### src/rtl/adc_fe_pkg.sv
`timescale 1ns/1ps
package adc_fe_pkg;
  // register offsets inside one unit (host visible)
  localparam int REG_LSB  = 0;
  localparam int REG_MSB  = 1;
  localparam int REG_CMD  = 2;
  localparam int REG_STAT = 3;

  // status bit positions
  localparam int ST_READY = 7;
  localparam int ST_OVR   = 5;
  localparam int ST_PEND  = 4;
  localparam int ST_IEN   = 0;

  typedef struct packed {
    logic ready;
    logic ovr;
    logic pend;
    logic ien;
  } unit_flags_t;

  function automatic logic [7:0] status_byte(unit_flags_t f);
    logic [7:0] b;
    b = 8'h00;
    b[ST_READY] = f.ready;
    b[ST_OVR]   = f.ovr;
    b[ST_PEND]  = f.pend;
    b[ST_IEN]   = f.ien;
    return b;
  endfunction

  // system clocks from command accept to the final falling serial edge
  function automatic int unsigned frame_cycles(int unsigned frame_bits, int unsigned div);
    return 2 * frame_bits * div;
  endfunction
endpackage

### src/rtl/adc_serial_engine.sv
`timescale 1ns/1ps
module adc_serial_engine #(
  parameter int CLK_DIV    = 4,
  parameter int FRAME_BITS = 16,
  parameter int CMD_BITS   = 8
) (
  input  logic                  clk,
  input  logic                  rst_n,
  input  logic                  start,
  input  logic [CMD_BITS-1:0]   cmd,
  output logic                  busy,
  output logic                  done,
  output logic [FRAME_BITS-1:0] result,
  output logic                  sclk,
  output logic                  cs_n,
  output logic                  mosi,
  input  logic                  miso
);
  localparam int DIV_W = (CLK_DIV > 1) ? $clog2(CLK_DIV) : 1;
  localparam int BIT_W = $clog2(FRAME_BITS);
  localparam int PAD_W = FRAME_BITS - CMD_BITS;

  logic                  active;
  logic                  done_q;
  logic                  sclk_q;
  logic [DIV_W-1:0]      div_cnt;
  logic [BIT_W-1:0]      bit_cnt;
  logic [FRAME_BITS-1:0] sh_out;
  logic [FRAME_BITS-1:0] sh_in;

  // named internal events
  logic edge_tick, rise_ev, fall_ev, last_fall, launch;
  assign edge_tick = active && (div_cnt == DIV_W'(CLK_DIV - 1));
  assign rise_ev   = edge_tick && !sclk_q;
  assign fall_ev   = edge_tick && sclk_q;
  assign last_fall = fall_ev && (bit_cnt == BIT_W'(FRAME_BITS - 1));
  assign launch    = start && !active;

  always_ff @(posedge clk or negedge rst_n) begin
    if (!rst_n) begin
      active  <= 1'b0;
      done_q  <= 1'b0;
      sclk_q  <= 1'b0;
      div_cnt <= '0;
      bit_cnt <= '0;
      sh_out  <= '0;
      sh_in   <= '0;
    end else begin
      done_q <= 1'b0;
      if (launch) begin
        active  <= 1'b1;
        sclk_q  <= 1'b0;
        div_cnt <= '0;
        bit_cnt <= '0;
        sh_out  <= {cmd, {PAD_W{1'b0}}};
      end else if (active) begin
        if (edge_tick) div_cnt <= '0;
        else           div_cnt <= div_cnt + 1'b1;
        if (rise_ev) begin
          sclk_q <= 1'b1;
          sh_in  <= {sh_in[FRAME_BITS-2:0], miso};
        end
        if (fall_ev) begin
          sclk_q <= 1'b0;
          if (last_fall) begin
            active <= 1'b0;
            done_q <= 1'b1;
          end else begin
            bit_cnt <= bit_cnt + 1'b1;
            sh_out  <= {sh_out[FRAME_BITS-2:0], 1'b0};
          end
        end
      end
    end
  end

  assign busy   = active || done_q;
  assign done   = done_q;
  assign result = sh_in;
  assign sclk   = sclk_q;
  assign cs_n   = !active;
  assign mosi   = active && sh_out[FRAME_BITS-1];

  // independent count of serial rising edges inside one frame
  logic [BIT_W:0] rise_seen;
  always_ff @(posedge clk or negedge rst_n) begin
    if (!rst_n)       rise_seen <= '0;
    else if (launch)  rise_seen <= '0;
    else if (rise_ev) rise_seen <= rise_seen + 1'b1;
  end

  a_r3_sixteen_rises: assert property (@(posedge clk) disable iff (!rst_n)
    $rose(cs_n) |-> (rise_seen == (BIT_W+1)'(FRAME_BITS)));
  a_r3_idle_low: assert property (@(posedge clk) disable iff (!rst_n)
    cs_n |-> !sclk);
  a_r6_done_idle: assert property (@(posedge clk) disable iff (!rst_n)
    done |-> (!sclk && cs_n));
endmodule

### src/rtl/adc_unit_regs.sv
`timescale 1ns/1ps
module adc_unit_regs
  import adc_fe_pkg::*;
#(
  parameter int FRAME_BITS = 16
) (
  input  logic                  clk,
  input  logic                  rst_n,
  input  logic                  wr,
  input  logic [1:0]            ofs,
  input  logic [7:0]            wdata,
  output logic [7:0]            rdata,
  output logic                  start,
  output logic [7:0]            cmd_out,
  input  logic                  busy,
  input  logic                  done,
  input  logic [FRAME_BITS-1:0] result,
  output logic                  irq
);
  unit_flags_t           flags;
  logic [7:0]            cmd_q;
  logic [FRAME_BITS-1:0] res_q;

  // named bus events
  logic cmd_wr, stat_wr, accept, collide;
  assign cmd_wr  = wr && (ofs == 2'(REG_CMD));
  assign stat_wr = wr && (ofs == 2'(REG_STAT));
  assign accept  = cmd_wr && !busy;
  assign collide = cmd_wr && busy;

  always_ff @(posedge clk or negedge rst_n) begin
    if (!rst_n) begin
      flags <= '0;
      cmd_q <= '0;
      res_q <= '0;
    end else begin
      if (stat_wr) begin
        flags.ien <= wdata[ST_IEN];
        if (wdata[ST_PEND]) flags.pend <= 1'b0;
        if (wdata[ST_OVR])  flags.ovr  <= 1'b0;
      end
      if (collide) flags.ovr <= 1'b1;
      if (accept) begin
        cmd_q       <= wdata;
        flags.ready <= 1'b0;
      end else if (done) begin
        flags.ready <= 1'b1;
        res_q       <= result;
        if (flags.ien) flags.pend <= 1'b1;
      end
    end
  end

  always_comb begin
    unique case (ofs)
      2'(REG_LSB): rdata = res_q[7:0];
      2'(REG_MSB): rdata = res_q[FRAME_BITS-1:8];
      2'(REG_CMD): rdata = cmd_q;
      default:     rdata = status_byte(flags);
    endcase
  end

  assign start   = accept;
  assign cmd_out = wdata;
  assign irq     = flags.pend;

  a_r7_overrun_sticky: assert property (@(posedge clk) disable iff (!rst_n)
    collide |=> flags.ovr);
  a_r7_cmd_ignored: assert property (@(posedge clk) disable iff (!rst_n)
    collide |=> $stable(cmd_q));
  a_r6_clear_on_cmd: assert property (@(posedge clk) disable iff (!rst_n)
    accept |=> !flags.ready);
  a_r6_ready_after_done: assert property (@(posedge clk) disable iff (!rst_n)
    done |=> flags.ready);
  a_r8_pend_needs_en: assert property (@(posedge clk) disable iff (!rst_n)
    $rose(flags.pend) |-> $past(flags.ien));
endmodule

### src/rtl/dual_adc_frontend.sv
`timescale 1ns/1ps
module dual_adc_frontend #(
  parameter int NUM_UNITS = 2,
  parameter int CLK_DIV   = 4,
  parameter int UNIT_W    = (NUM_UNITS > 1) ? $clog2(NUM_UNITS) : 1,
  parameter int ADDR_W    = UNIT_W + 2
) (
  input  logic                 clk,
  input  logic                 rst_n,
  input  logic [ADDR_W-1:0]    bus_addr,
  input  logic                 bus_wr,
  input  logic [7:0]           bus_wdata,
  output logic [7:0]           bus_rdata,
  output logic                 irq,
  output logic [NUM_UNITS-1:0] adc_sclk,
  output logic [NUM_UNITS-1:0] adc_cs_n,
  output logic [NUM_UNITS-1:0] adc_mosi,
  input  logic [NUM_UNITS-1:0] adc_miso
);
  localparam int FRAME_BITS = 16;
  localparam int CMD_BITS   = 8;

  logic [UNIT_W-1:0]    unit_sel;
  logic [1:0]           reg_ofs;
  logic [NUM_UNITS-1:0] wr_u;
  logic [NUM_UNITS-1:0] irq_u;
  logic [7:0]           rd_u [NUM_UNITS];

  assign unit_sel = bus_addr[ADDR_W-1:2];
  assign reg_ofs  = bus_addr[1:0];

  for (genvar u = 0; u < NUM_UNITS; u++) begin : g_unit
    logic                  start, busy, done;
    logic [CMD_BITS-1:0]   cmd;
    logic [FRAME_BITS-1:0] result;

    assign wr_u[u] = bus_wr && (unit_sel == UNIT_W'(u));

    adc_unit_regs #(.FRAME_BITS(FRAME_BITS)) u_regs (
      .clk     (clk),
      .rst_n   (rst_n),
      .wr      (wr_u[u]),
      .ofs     (reg_ofs),
      .wdata   (bus_wdata),
      .rdata   (rd_u[u]),
      .start   (start),
      .cmd_out (cmd),
      .busy    (busy),
      .done    (done),
      .result  (result),
      .irq     (irq_u[u])
    );

    adc_serial_engine #(
      .CLK_DIV   (CLK_DIV),
      .FRAME_BITS(FRAME_BITS),
      .CMD_BITS  (CMD_BITS)
    ) u_link (
      .clk    (clk),
      .rst_n  (rst_n),
      .start  (start),
      .cmd    (cmd),
      .busy   (busy),
      .done   (done),
      .result (result),
      .sclk   (adc_sclk[u]),
      .cs_n   (adc_cs_n[u]),
      .mosi   (adc_mosi[u]),
      .miso   (adc_miso[u])
    );

    a_r9_cs_own_write: assert property (@(posedge clk) disable iff (!rst_n)
      $fell(adc_cs_n[u]) |-> $past(wr_u[u]));
  end

  always_comb begin
    bus_rdata = 8'h00;
    for (int u = 0; u < NUM_UNITS; u++)
      if (unit_sel == UNIT_W'(u)) bus_rdata = rd_u[u];
  end

  assign irq = |irq_u;
endmodule

### config.mk
export PLATFORM = sky130hd
export DESIGN_NAME = dual_adc_frontend
export DESIGN_NICKNAME = d
export VERILOG_FILES = /design/src/rtl/adc_fe_pkg.sv /design/src/rtl/adc_serial_engine.sv /design/src/rtl/adc_unit_regs.sv /design/src/rtl/dual_adc_frontend.sv
export SDC_FILE = /design/constraint.sdc
export NUM_CORES = 1
export LEC_CHECK = 0
export ABC_AREA = 1
export ABC_CLOCK_PERIOD_IN_PS = 2300
export BUFFER_PORTS_ARGS = -buffer_cell sky130_fd_sc_hd__buf_2
export CAP_MARGIN = 20
export CORE_MARGIN = 3
export CORE_UTILIZATION = 40
export CTS_CLUSTER_DIAMETER = 30
export DETAILED_ROUTE_END_ITERATION = 6
export REMOVE_ABC_BUFFERS = 1
export SLEW_MARGIN = 20
export SYNTH_ARGS = -nofsm -noshare
export SYNTH_HDL_FRONTEND = slang
export SYNTH_SLANG_ARGS = --single-unit
### constraint.sdc
create_clock -name clk -period 2.3 [get_ports clk]
set_clock_uncertainty 0.1 [all_clocks]
set_input_delay 0.115 -clock clk [delete_from_list [all_inputs] [get_ports clk]]
set_output_delay 0.115 -clock clk [all_outputs]
set_load 0.005 [all_outputs]
==> flow_summary_export.csv <==
group,metric,value,unit
critical_path,critical_path.max_stage_delay,0.49,ns
logic_synthesis,ys_warn_count,0,
critical_path,critPathLaunchType,"register",
outcome,status,"completed",
logic_synthesis,synth_mux_area_frac,0.0184,
grt,grt_overflow,0,
sta,setup_tns,0,ns
drt,num_vias,4257,
sta,hold_violations,0,
placed_design,io_buffer_count,30,
die,fp.dieArea,15200,um^2
drt,avgViaCountPerCell,4.89,
finish,fillers,1338,
drt,routed_wl,12400,um
power_and_ir_drop,cellLeakagePower,0.00337,uW
power_and_ir_drop,ir_drop,519,uV
critical_path,crit_type,"reg2reg",
die,die_h,123,um
grt,antenna_found_initial,0,
logic_synthesis,synth_area_leader_cell,"dfrtp_1",
power_and_ir_drop,p_per_area,774,nW/um^2
logic_synthesis,synth_area_leaders,"dfrtp_1 56%, nand2_1 15%, o21ai_0 4.6%, inv_1 3.8%, a21oi_1 3.5%",
clocking,clock_sinks,122,
grt,grt_max_degree,63,
logic_synthesis,synth_compound_area_frac,0.105,
critical_path,cp_max_fo,16,
finish,drive_above_1_share,0.144,
logic_synthesis,synthFlopType,"dfrtp_1",
logic_synthesis,synth_adder_area_share,0.00910,
sta,fmax,563,MHz
logic_synthesis,synth.most_common_cell,"nand2_1",
logic_synthesis,yosys_register_bits,122,
sta,slew_viol_final,0,
clocking,cts-root-buf,"clkbuf_16",
logic_synthesis,synth_top_area_frac,0.555,
critical_path,path_common_cell,"nand2_1",
drt,ant_nets,0,
grt,grt_pass1_vias,4169,
logic_synthesis,synthTopCellsByCount,"218 x nand2_1, 122 x dfrtp_1, 55 x inv_1",
placed_design,place_area,5770,um^2
finish,area_growth,17.6,%
clocking,cts_tree,"yes",
logic_synthesis,postSynth.asyncResetShare,1.00,
critical_path,critical_path.cell_chain,"nor2_4 > nand3_2 > nand2_1 > nand2_2 > nand2_1 > o21ai_0",
sta,worstMarginPinSlew,0.594,ns
die,core-area,13300,um^2
logic_synthesis,synth_xor_area_frac,0,
sta,setup_viol,0,
die,rows,42,
clocking,post_cts_buffers,0,
finish,antennaDiodeCount,0,
placed_design,dp_hpwl,8570,um
die,die_w,123,um
drt,dr.pass1.iters,4,
logic_synthesis,seq_area_frac_synth,0.555,
finish,final_nets,701,
sta,fin_crit_sh,0.772,
clocking,clk_pin_slew,0.06,ns
drt,drcViolationCount,0,
logic_synthesis,synthCells,641,
sta,period_needed,1.78,ns
die,start_util,0.412,
logic_synthesis,ys_types,29,
logic_synthesis,syn_area,5500,um^2
clocking,clock_latency,0.42,ns
clocking,cts_made_buffers,17,
critical_path,required,2.49,ns
critical_path,critical_path.slowest_cell,"dfrtp_1",
grt,gr-usage-all-layers,0.175,
clocking,clockBufferDepth,2,
drt,drt_iter0_drc,293,
sta,rsz0062_at_grt,"false",
logic_synthesis,synth_top_family_by_area,"simple AND/OR/NAND/NOR gates",
sta,slew_headroom,0.603,
run,drv_cap,0,
placed_design,globalplace.congestion,0.818,
finish,final_cell_area,6460,um^2
grt,grt_pass1_wl,20500,um
clocking,cts_max_level,4,
logic_synthesis,avgSynthCellArea,8.58,um^2
logic_synthesis,yosys.area_share.simple,0.235,
logic_synthesis,synth-edff-count,0,
critical_path,cp-end-kind,"register",
drt,wl_per_cell,14.3,um
critical_path,cp.arrival,1.96,ns
die,io_pins,31,
min_path,min_path_type,"in2reg",
## worst max-delay path, delay by kind of cell (launching register included)
family	cells	cell delay, ns
and+or+nand+nor	5	0.96
AOI/OAI and AO/OA	1	0.09
DFF	1	0.49
## layout by cell type, fill, tap and decap left out, drive strengths merged
master / instances
clkbuf: 18
o21ai: 52
nor3: 2
mux2: 9
inv: 63
nand2: 219
o21bai: 1
clkinv: 6
nor2: 51
a21oi: 41
bufinv: 1
dlygate4sd3: 12
clkinvlp: 3
buf: 41
o211ai: 8
dfrtp: 122
ha: 4
nand4: 11
nand3: 27
or2: 1
o31ai: 2
## path summary, 6_finish.rpt
kind | start | to | slack [ns] | depth (start not counted)
min | bus_addr[2] | g_unit[1].u_regs.flags[2] | 0.05 | 3
min in group asynchronous | rst_n | g_unit[1].u_link.bit_cnt[3] | 0.14 | 2
min reg2reg | g_unit[0].u_link.sh_out[8] | g_unit[0].u_link.sh_out[8] | 0.38 | 2
max in group asynchronous | rst_n | g_unit[0].u_link.done | 1.21 | 3
max | g_unit[1].u_link.active | g_unit[1].u_link.bit_cnt[3] | 0.52 | 6
max reg2reg | g_unit[1].u_link.active | g_unit[1].u_link.bit_cnt[3] | 0.52 | 6
## where the power goes
group	total (uW)	switching [uW]	leakage (uW)	internal, uW
sequential	2200	19.2	0.00155	2180
combinational	214	140	0.00155	73.3
clock	2590	1050	0.000275	1540
## registers in the layout (all words and copies together), names as in the netlist
name and cells:
g_unit.u_link.active 2, g_unit.u_link.bit_cnt 8, g_unit.u_link.div_cnt 4, g_unit.u_link.done 2, g_unit.u_link.result 32, g_unit.u_link.sclk 2, g_unit.u_link.sh_out 16, g_unit.u_regs.cmd_q 16
g_unit.u_regs.flags 6, g_unit.u_regs.irq 2, g_unit.u_regs.res_q 32
## layer usage
layer / vias up / global-route usage / wire length (um)
li1: 2126 / - / -
met1: 2044 / 0.247 / 6190
met2: 71 / 0.259 / 5500
met3: 16 / 0.0462 / 523
met4: 0 / 0.0664 / 186
met5: - / 0 / 0
## kinds of logic after synthesis
family	count (synthesis)
buf+inv	91
flops	122
simple gates	311
mux	9
fa+ha+maj	4
compound gates	104
## timing repair
action | CTS | global route
hold buffers | 12 | 0
resized for setup | 0 | 0
endpoints found under the hold margin | 72 | 0
## metrics by stage
step / hold WS (ns) / worst slack [ns] / power [uW] / std cells / utilization
after global placement: 0.0513 / 0.621 / 2440 / 826 / 0.432
after detailed placement: 0.0540 / 0.527 / 2440 / 826 / 0.432
after CTS: 0.0301 / 0.512 / 5060 / 870 / 0.484
after global routing: 0.0627 / 0.375 / 5180 / 870 / 0.484
final: 0.0476 / 0.524 / 5000 / 870 / 0.484
after floorplan: -0.281 / 0.373 / 2310 / 609 / -
## final cells by class
type / instances / area, um^2 / share of cell area
timing repair buffer: 53 / 368 / 0.0569
inverter: 59 / 221 / 0.0343
multi-input combinational: 428 / 2020 / 0.313
tap: 176 / 220 / 0.0341
clock buffer: 18 / 439 / 0.0679
clock inverter: 14 / 140 / 0.0217
sequential: 122 / 3050 / 0.472
(Power assumes the default switching activity.)
